$ cat config.mk
export PLATFORM = sky130hd
export DESIGN_NAME = ata_mem_window
export DESIGN_NICKNAME = d
export VERILOG_FILES = /design/src/rtl/ata_win_pkg.sv /design/src/rtl/ata_win_latch.sv /design/src/rtl/ata_win_decode.sv /design/src/rtl/ata_win_seq.sv /design/src/rtl/ata_mem_window.sv
export SDC_FILE = /design/constraint.sdc
export NUM_CORES = 1
export LEC_CHECK = 0
export ABC_AREA = 1
export CORE_MARGIN = 10
export CORE_UTILIZATION = 48
export CTS_CLUSTER_SIZE = 10
export DETAILED_ROUTE_END_ITERATION = 8
export GPL_TIMING_DRIVEN = 1
export PLACE_DENSITY = 0.78
export SYNTH_ARGS = -nofsm -noshare
export SYNTH_HDL_FRONTEND = slang
export SYNTH_SLANG_ARGS = --single-unit
export TNS_END_PERCENT = 5
$ cat constraint.sdc
create_clock -name clk -period 1.63 [get_ports clk]
set_input_delay 0.2445 -clock clk [delete_from_list [all_inputs] [get_ports clk]]
set_output_delay 0.2445 -clock clk [all_outputs]
set_load 0.1 [all_outputs]
$ cat src/rtl/ata_win_pkg.sv
package ata_win_pkg;

    localparam int OFS_W   = 4;
    localparam int IDX_W   = 3;
    localparam int BYTE_W  = 8;
    localparam int WORD_W  = 2 * BYTE_W;
    localparam logic [IDX_W-1:0] IDX_DATA = '0;

    typedef enum logic [2:0] {
        SQ_IDLE,
        SQ_SETUP,
        SQ_PULSE,
        SQ_RECOV,
        SQ_QUICK
    } seq_state_e;

    typedef enum logic [1:0] {
        RT_NONE,
        RT_QUICK,
        RT_DRIVE
    } route_e;

    typedef struct packed {
        logic              wr;
        logic              data;
        logic [IDX_W-1:0]  idx;
        logic [WORD_W-1:0] word;
    } drive_op_t;

    function automatic logic [IDX_W-1:0] reg_index(input logic [OFS_W-1:0] ofs);
        return ofs[OFS_W-1:1];
    endfunction

endpackage

$ cat src/rtl/ata_win_latch.sv
module ata_win_latch
    import ata_win_pkg::*;
(
    input  logic              clk,
    input  logic              rst,
    input  logic              take_hi,
    input  logic              fetch_hi,
    input  logic [BYTE_W-1:0] fetch_byte,
    input  logic              store_lo,
    input  logic [BYTE_W-1:0] store_byte,
    input  logic              flush_lo,
    output logic              rd_pend,
    output logic [BYTE_W-1:0] rd_hi,
    output logic              wr_held,
    output logic [BYTE_W-1:0] wr_lo
);

    // Read side: high byte of a drive word parked for the host.
    always_ff @(posedge clk) begin
        if (rst) begin
            rd_pend <= 1'b0;
            rd_hi   <= '0;
        end else if (fetch_hi) begin
            rd_pend <= 1'b1;
            rd_hi   <= fetch_byte;
        end else if (take_hi) begin
            rd_pend <= 1'b0;
        end
    end

    // Write side: low byte of a word waiting for its partner.
    always_ff @(posedge clk) begin
        if (rst) begin
            wr_held <= 1'b0;
            wr_lo   <= '0;
        end else if (store_lo) begin
            wr_held <= 1'b1;
            wr_lo   <= store_byte;
        end else if (flush_lo) begin
            wr_held <= 1'b0;
        end
    end

endmodule

$ cat src/rtl/ata_win_decode.sv
module ata_win_decode
    import ata_win_pkg::*;
#(
    parameter int                 ADDR_W   = 20,
    parameter logic [ADDR_W-1:0]  WIN_BASE = 20'hC8000
) (
    input  logic [ADDR_W-1:0] host_addr,
    input  logic [BYTE_W-1:0] host_wdata,
    input  logic              host_rd,
    input  logic              host_wr,
    input  logic              idle,
    input  logic              rd_pend,
    input  logic              wr_held,
    input  logic [BYTE_W-1:0] wr_lo,
    output route_e            route,
    output drive_op_t         op,
    output logic              take_hi,
    output logic              store_lo
);

    localparam int TAG_W = ADDR_W - OFS_W;

    logic             hit;
    logic             req;
    logic [IDX_W-1:0] idx;
    logic             is_data;

    assign hit     = host_addr[ADDR_W-1:OFS_W] == WIN_BASE[ADDR_W-1:OFS_W];
    assign req     = idle && hit && (host_rd || host_wr);
    assign idx     = reg_index(host_addr[OFS_W-1:0]);
    assign is_data = idx == IDX_DATA;

    always_comb begin
        op.wr   = host_wr;
        op.data = is_data;
        op.idx  = idx;
        op.word = (is_data && host_wr) ? {host_wdata, wr_lo}
                                       : {{BYTE_W{1'b0}}, host_wdata};
        route    = RT_NONE;
        take_hi  = 1'b0;
        store_lo = 1'b0;
        if (req) begin
            if (is_data && !host_wr && rd_pend) begin
                route   = RT_QUICK;
                take_hi = 1'b1;
            end else if (is_data && host_wr && !wr_held) begin
                route    = RT_QUICK;
                store_lo = 1'b1;
            end else begin
                route = RT_DRIVE;
            end
        end
    end

    if (TAG_W < 1) begin : g_bad_width
        initial $error("ADDR_W must exceed the window offset width");
    end

endmodule

$ cat src/rtl/ata_win_seq.sv
module ata_win_seq
    import ata_win_pkg::*;
#(
    parameter int PULSE_CYC = 17
) (
    input  logic              clk,
    input  logic              rst,
    input  logic              go_drive,
    input  logic              go_quick,
    input  drive_op_t         op_in,
    output logic              idle,
    output logic              pulse_end,
    output logic              ack,
    output logic              cur_wr,
    output logic              cur_data,
    output logic              cs0_n,
    output logic [IDX_W-1:0]  da,
    output logic              dior_n,
    output logic              diow_n,
    output logic [WORD_W-1:0] dout,
    output logic              doe
);

    localparam int CNT_W = $clog2(PULSE_CYC + 1);
    localparam logic [CNT_W-1:0] CNT_LAST = CNT_W'(PULSE_CYC - 1);

    seq_state_e       state, state_nx;
    logic [CNT_W-1:0] cnt;
    drive_op_t        cur;
    logic             in_cycle;

    assign pulse_end = (state == SQ_PULSE) && (cnt == CNT_LAST);

    always_comb begin
        state_nx = state;
        unique case (state)
            SQ_IDLE:  if (go_drive) state_nx = SQ_SETUP;
                      else if (go_quick) state_nx = SQ_QUICK;
            SQ_SETUP: state_nx = SQ_PULSE;
            SQ_PULSE: if (pulse_end) state_nx = SQ_RECOV;
            SQ_RECOV: state_nx = SQ_IDLE;
            SQ_QUICK: state_nx = SQ_IDLE;
            default:  state_nx = SQ_IDLE;
        endcase
    end

    always_ff @(posedge clk) begin
        if (rst) begin
            state <= SQ_IDLE;
            cnt   <= '0;
            cur   <= '0;
        end else begin
            state <= state_nx;
            if (state == SQ_PULSE) cnt <= cnt + 1'b1;
            else                   cnt <= '0;
            if (state == SQ_IDLE && go_drive) cur <= op_in;
        end
    end

    assign in_cycle = (state == SQ_SETUP) || (state == SQ_PULSE) || (state == SQ_RECOV);
    assign idle     = state == SQ_IDLE;
    assign ack      = (state == SQ_RECOV) || (state == SQ_QUICK);
    assign cur_wr   = cur.wr;
    assign cur_data = cur.data;
    assign cs0_n    = !in_cycle;
    assign da       = in_cycle ? cur.idx : '0;
    assign dior_n   = !((state == SQ_PULSE) && !cur.wr);
    assign diow_n   = !((state == SQ_PULSE) && cur.wr);
    assign doe      = in_cycle && cur.wr;
    assign dout     = cur.word;

endmodule

$ cat src/rtl/ata_mem_window.sv
module ata_mem_window
    import ata_win_pkg::*;
#(
    parameter int                ADDR_W    = 20,
    parameter logic [ADDR_W-1:0] WIN_BASE  = 20'hC8000,
    parameter int                PULSE_CYC = 17
) (
    input  logic              clk,
    input  logic              rst,
    input  logic [ADDR_W-1:0] host_addr,
    input  logic [7:0]        host_wdata,
    input  logic              host_rd,
    input  logic              host_wr,
    output logic [7:0]        host_rdata,
    output logic              host_ack,
    output logic              ata_cs0_n,
    output logic              ata_cs1_n,
    output logic [2:0]        ata_da,
    output logic              ata_dior_n,
    output logic              ata_diow_n,
    output logic [15:0]       ata_dout,
    output logic              ata_doe,
    input  logic [15:0]       ata_din
);

    route_e            route;
    drive_op_t         op;
    logic              take_hi, store_lo;
    logic              idle, pulse_end, cur_wr, cur_data;
    logic              rd_pend, wr_held;
    logic [BYTE_W-1:0] rd_hi, wr_lo;
    logic              fetch_hi, flush_lo;

    ata_win_decode #(
        .ADDR_W   (ADDR_W),
        .WIN_BASE (WIN_BASE)
    ) u_decode (
        .host_addr  (host_addr),
        .host_wdata (host_wdata),
        .host_rd    (host_rd),
        .host_wr    (host_wr),
        .idle       (idle),
        .rd_pend    (rd_pend),
        .wr_held    (wr_held),
        .wr_lo      (wr_lo),
        .route      (route),
        .op         (op),
        .take_hi    (take_hi),
        .store_lo   (store_lo)
    );

    ata_win_seq #(
        .PULSE_CYC (PULSE_CYC)
    ) u_seq (
        .clk       (clk),
        .rst       (rst),
        .go_drive  (route == RT_DRIVE),
        .go_quick  (route == RT_QUICK),
        .op_in     (op),
        .idle      (idle),
        .pulse_end (pulse_end),
        .ack       (host_ack),
        .cur_wr    (cur_wr),
        .cur_data  (cur_data),
        .cs0_n     (ata_cs0_n),
        .da        (ata_da),
        .dior_n    (ata_dior_n),
        .diow_n    (ata_diow_n),
        .dout      (ata_dout),
        .doe       (ata_doe)
    );

    assign fetch_hi = pulse_end && !cur_wr && cur_data;
    assign flush_lo = pulse_end && cur_wr && cur_data;

    ata_win_latch u_latch (
        .clk        (clk),
        .rst        (rst),
        .take_hi    (take_hi),
        .fetch_hi   (fetch_hi),
        .fetch_byte (ata_din[WORD_W-1:BYTE_W]),
        .store_lo   (store_lo),
        .store_byte (host_wdata),
        .flush_lo   (flush_lo),
        .rd_pend    (rd_pend),
        .rd_hi      (rd_hi),
        .wr_held    (wr_held),
        .wr_lo      (wr_lo)
    );

    // Host read byte: parked high byte on a latch hit, drive low byte at strobe end.
    always_ff @(posedge clk) begin
        if (rst) begin
            host_rdata <= '0;
        end else if (take_hi) begin
            host_rdata <= rd_hi;
        end else if (pulse_end && !cur_wr) begin
            host_rdata <= ata_din[BYTE_W-1:0];
        end
    end

    assign ata_cs1_n = 1'b1;

endmodule

==> reports/qor.yml <==
min_path:
  whs_endpoint: "u_seq.cur_wr$_SDFFE_PP0P_"
  hold_start: "host_wr"
  hold_path_depth: 6
  min_path_type: "in2reg"
synth:
  synth_xor_area_share_pct: 0
  synth_nets: 467
  synth_area_sq_um: 2793
  seq_area_frac_synth_pct: 39.43
  synth-seq-cells: 55
  synthDistinctLibCells: 26
  synthAdderAreaFrac_pct: 0.8961
  syn_inst: 417
  synthSimpleGateAreaFrac_pct: 43.41
  synth_compound_area_share_pct: 4.570
  yosysWarningCount: 0
  synth_top_family_by_area: "simple AND/OR/NAND/NOR gates"
  muxShareOfSynthArea_pct: 0
  syn_area_per_cell_sq_um: 6.697
timing:
  final.period_utilization_pct: 98.48
  max_freq_mhz: 623.0
  whs_ns: 0.4627
  hold_viol: 0
  finalCriticalPeriod_ns: 1.605
  setup_viol: 0
  worst_slack_ns: 0.02479
  fin_tns_setup_ns: 0
  rsz0062_at_grt: "yes"
  slew_viol_final: 0
  fin_skew_ns: 0.005822
global_routing:
  grt-ovfl-total: 0
  track_usage_pct: 16.79
  grt_max_degree: 29
  grt_pass1_wl_mm: 12.68
  grt_pass1_vias: 2745
  grt_antenna_before_repair: 0
placement:
  dpl_cell_area_sq_um: 4001
  dp.final_hpwl_mm: 5.902
  gp_congestion: 0.8330
  port_buffers: 78
  pre_cts_slack_ns: -0.2814
floorplan:
  die_y_um: 96.28
  die_w_um: 96.28
  dieArea_sq_um: 9269
  coreArea_sq_um: 5574
  core.rowCount: 27
  num_io_pins: 81
  start_util_pct: 50.10
cells_and_area:
  layout_commonest_cell: "nand2_1"
  drive_above_1_share_pct: 23.60
  nets: 549
  n_fill_cell: 400
  seq_area_sq_um: 1104
  syn_to_final_growth_pct: 54.12
  antenna_cells: 0
  multiInputGateArea_sq_um: 1440
  final_cell_mix: "nand2_1, nor2_1, dfxtp_1"
  final_area_sq_um: 4304
routing:
  totalWireLength_mm: 8.427
  drtPass1Iterations: 4
  antenna_left: 0
  vias: 2870
  wl_per_cell_um: 14.73
  vias_per_cell: 5.017
  drc_errors: 0
  drtIter0Drc: 117
setup_path:
  crit_top_cell: "nor2_4"
  max_stage_delay_ns: 0.37
  r2r_end: "u_seq.cur[16]$_SDFFE_PP0P_"
  cp.buffers_inverters: 2
  worstRegToRegCells: 9
  start_kind: "register"
  cp_slowest_cell: "dfxtp_2"
  endpoint_kind: "register"
  crit_chain: "nor2_4 > nand2_2 > nor2_4 > nand3_4 > nor3_4 > buf_12 > clkbuf_16 > nor2_2 > nor2_1"
  critPathTopFamily: "simple AND/OR/NAND/NOR gates"
  cp_max_fo: 5
  arrival_ns: 1.85
  r2r_slack_ns: 0.02
  crit_type: "reg2reg"
  required_ns: 1.87
  r2r_start: "u_seq.state[0]$_SDFFE_PP0P_"
pwr:
  p_per_area_nw_per_um2: 588.1
  total_power_mw: 2.531
  p_leak_nw: 1.909
  vdd_drop_max_uv: 525.0
clocking:
  cts_inserted_buffers: 5
  insertion_delay_ns: 0.31
  clock-sinks: 55
  holdBufCountCts: 0
  root_buffer: "clkbuf_8"
  htree_levels: 2
  cts_tree: "built"
  cts_buffer_depth: 2
  clk_transition_reported_paths_ns: 0.10
flow_run:
  drv_cap: 0
run_status:
  status: "complete, no violations"
## worst register-to-register path, delay by kind of cell (launching register included)
kind | cells | cell delay (ns)
buffers and inverters | 2 | 0.31
DFF | 1 | 0.37
and+or+nand+nor | 7 | 0.86
## per-layer routing
metal | up-vias | share of wire, % | track usage [%]
li1 | 1437 | - | -
met1 | 1334 | 38 | 18.70
met2 | 88 | 53 | 30.94
met3 | 11 | 7.3 | 3.969
met4 | 0 | 1.3 | 4.545
met5 | - | 0 | 0
## flip-flops by register name, indices dropped and copies added, names as in the netlist
signal,cells
host_rdata,8
u_latch.rd_hi,8
u_latch.rd_pend,1
u_latch.wr_held,1
u_latch.wr_lo,8
u_seq.cnt,5
u_seq.cur,3
u_seq.cur_data,1
u_seq.cur_wr,1
u_seq.dout,16
u_seq.state,3
## synthesized netlist by cell type
library cell  number  area, sq um
a21oi_1            6        30.03
buf_2              6        30.03
buf_4             18        135.1
buf_6              2        22.52
clkbuf_1           3        11.26
conb_1             1        3.750
dfxtp_1           55         1101
ha_1               2        25.02
inv_1             28        105.1
inv_2              5        18.77
nand2_1          104        390.4
nand2_2            2        12.51
nand3_1           30        150.1
nand3_2            1        10.01
nand3_4            1        17.52
nand4_1            5        31.28
nand4_2            1        12.51
nor2_1           102        382.9
nor2_2            14        87.58
nor2_4             7        78.83
nor3_1             2        10.01
nor3_4             1        16.27
o211ai_1           1        7.510
o21ai_0           17        85.08
o21ai_1            1        5.000
or2_2              2        12.51
## through the flow
step / utilization, % / cells
2_1_floorplan: - / 417
3_3_place_gp: 71.78 / 557
3_5_place_dp: 71.78 / 557
4_1_cts: 73.92 / 565
5_1_grt: 77.22 / 572
6_report: 77.22 / 572
## final cells by class
cell class | instances | area share [%]
Clock buffer | 6 | 1.919
Clock inverter | 2 | 0.8140
Sequential cell | 55 | 25.64
Inverter | 33 | 2.994
Timing Repair Buffer | 104 | 33.08
Multi-Input combinational cell | 300 | 33.46
Tap cell | 72 | 2.093
## kinds of logic after synthesis
logic type,after synthesis
flops,55
simple gates,272
buf+inv,62
fa+ha+maj,2
other cells,1
compound gates,25
## worst max path at each step
stage / endpoint / startpoint / cells after the start / slack, ns
after floorplan: ata_da[0] / u_seq.state[1]$_SDFFE_PP0P_ / 2 / -0.18
after global placement: u_seq.dout[1]$_SDFFE_PP0P_ / host_wr / 8 / -0.14
after detailed placement: u_seq.cur[17]$_SDFFE_PP0P_ / host_addr[15] / 10 / -0.28
after CTS: u_latch.rd_hi[7]$_SDFFE_PP0P_ / u_seq.state[1]$_SDFFE_PP0P_ / 8 / 0.002
after global routing: u_seq.dout[8]$_SDFFE_PP0P_ / host_addr[5] / 10 / -0.08
final: u_seq.cur[16]$_SDFFE_PP0P_ / u_seq.state[0]$_SDFFE_PP0P_ / 9 / 0.02
## power by group
part | switching, mW | leakage, nW | internal, mW | total (mW)
Clock | 0.444 | 0.0612 | 0.498 | 0.942
Sequential | 0.0000128 | 0.444 | 1.34 | 1.34
Combinational | 0.114 | 1.40 | 0.133 | 0.247
## what timing repair did
action                     4_1_cts  5_1_grt
pin swaps                        0       18
buffers inserted                 0        4
setup endpoints to repair        1       35
cloned                           0        3
gates resized for setup          1       28
No activity file was read; power rests on OpenSTA's default activity.
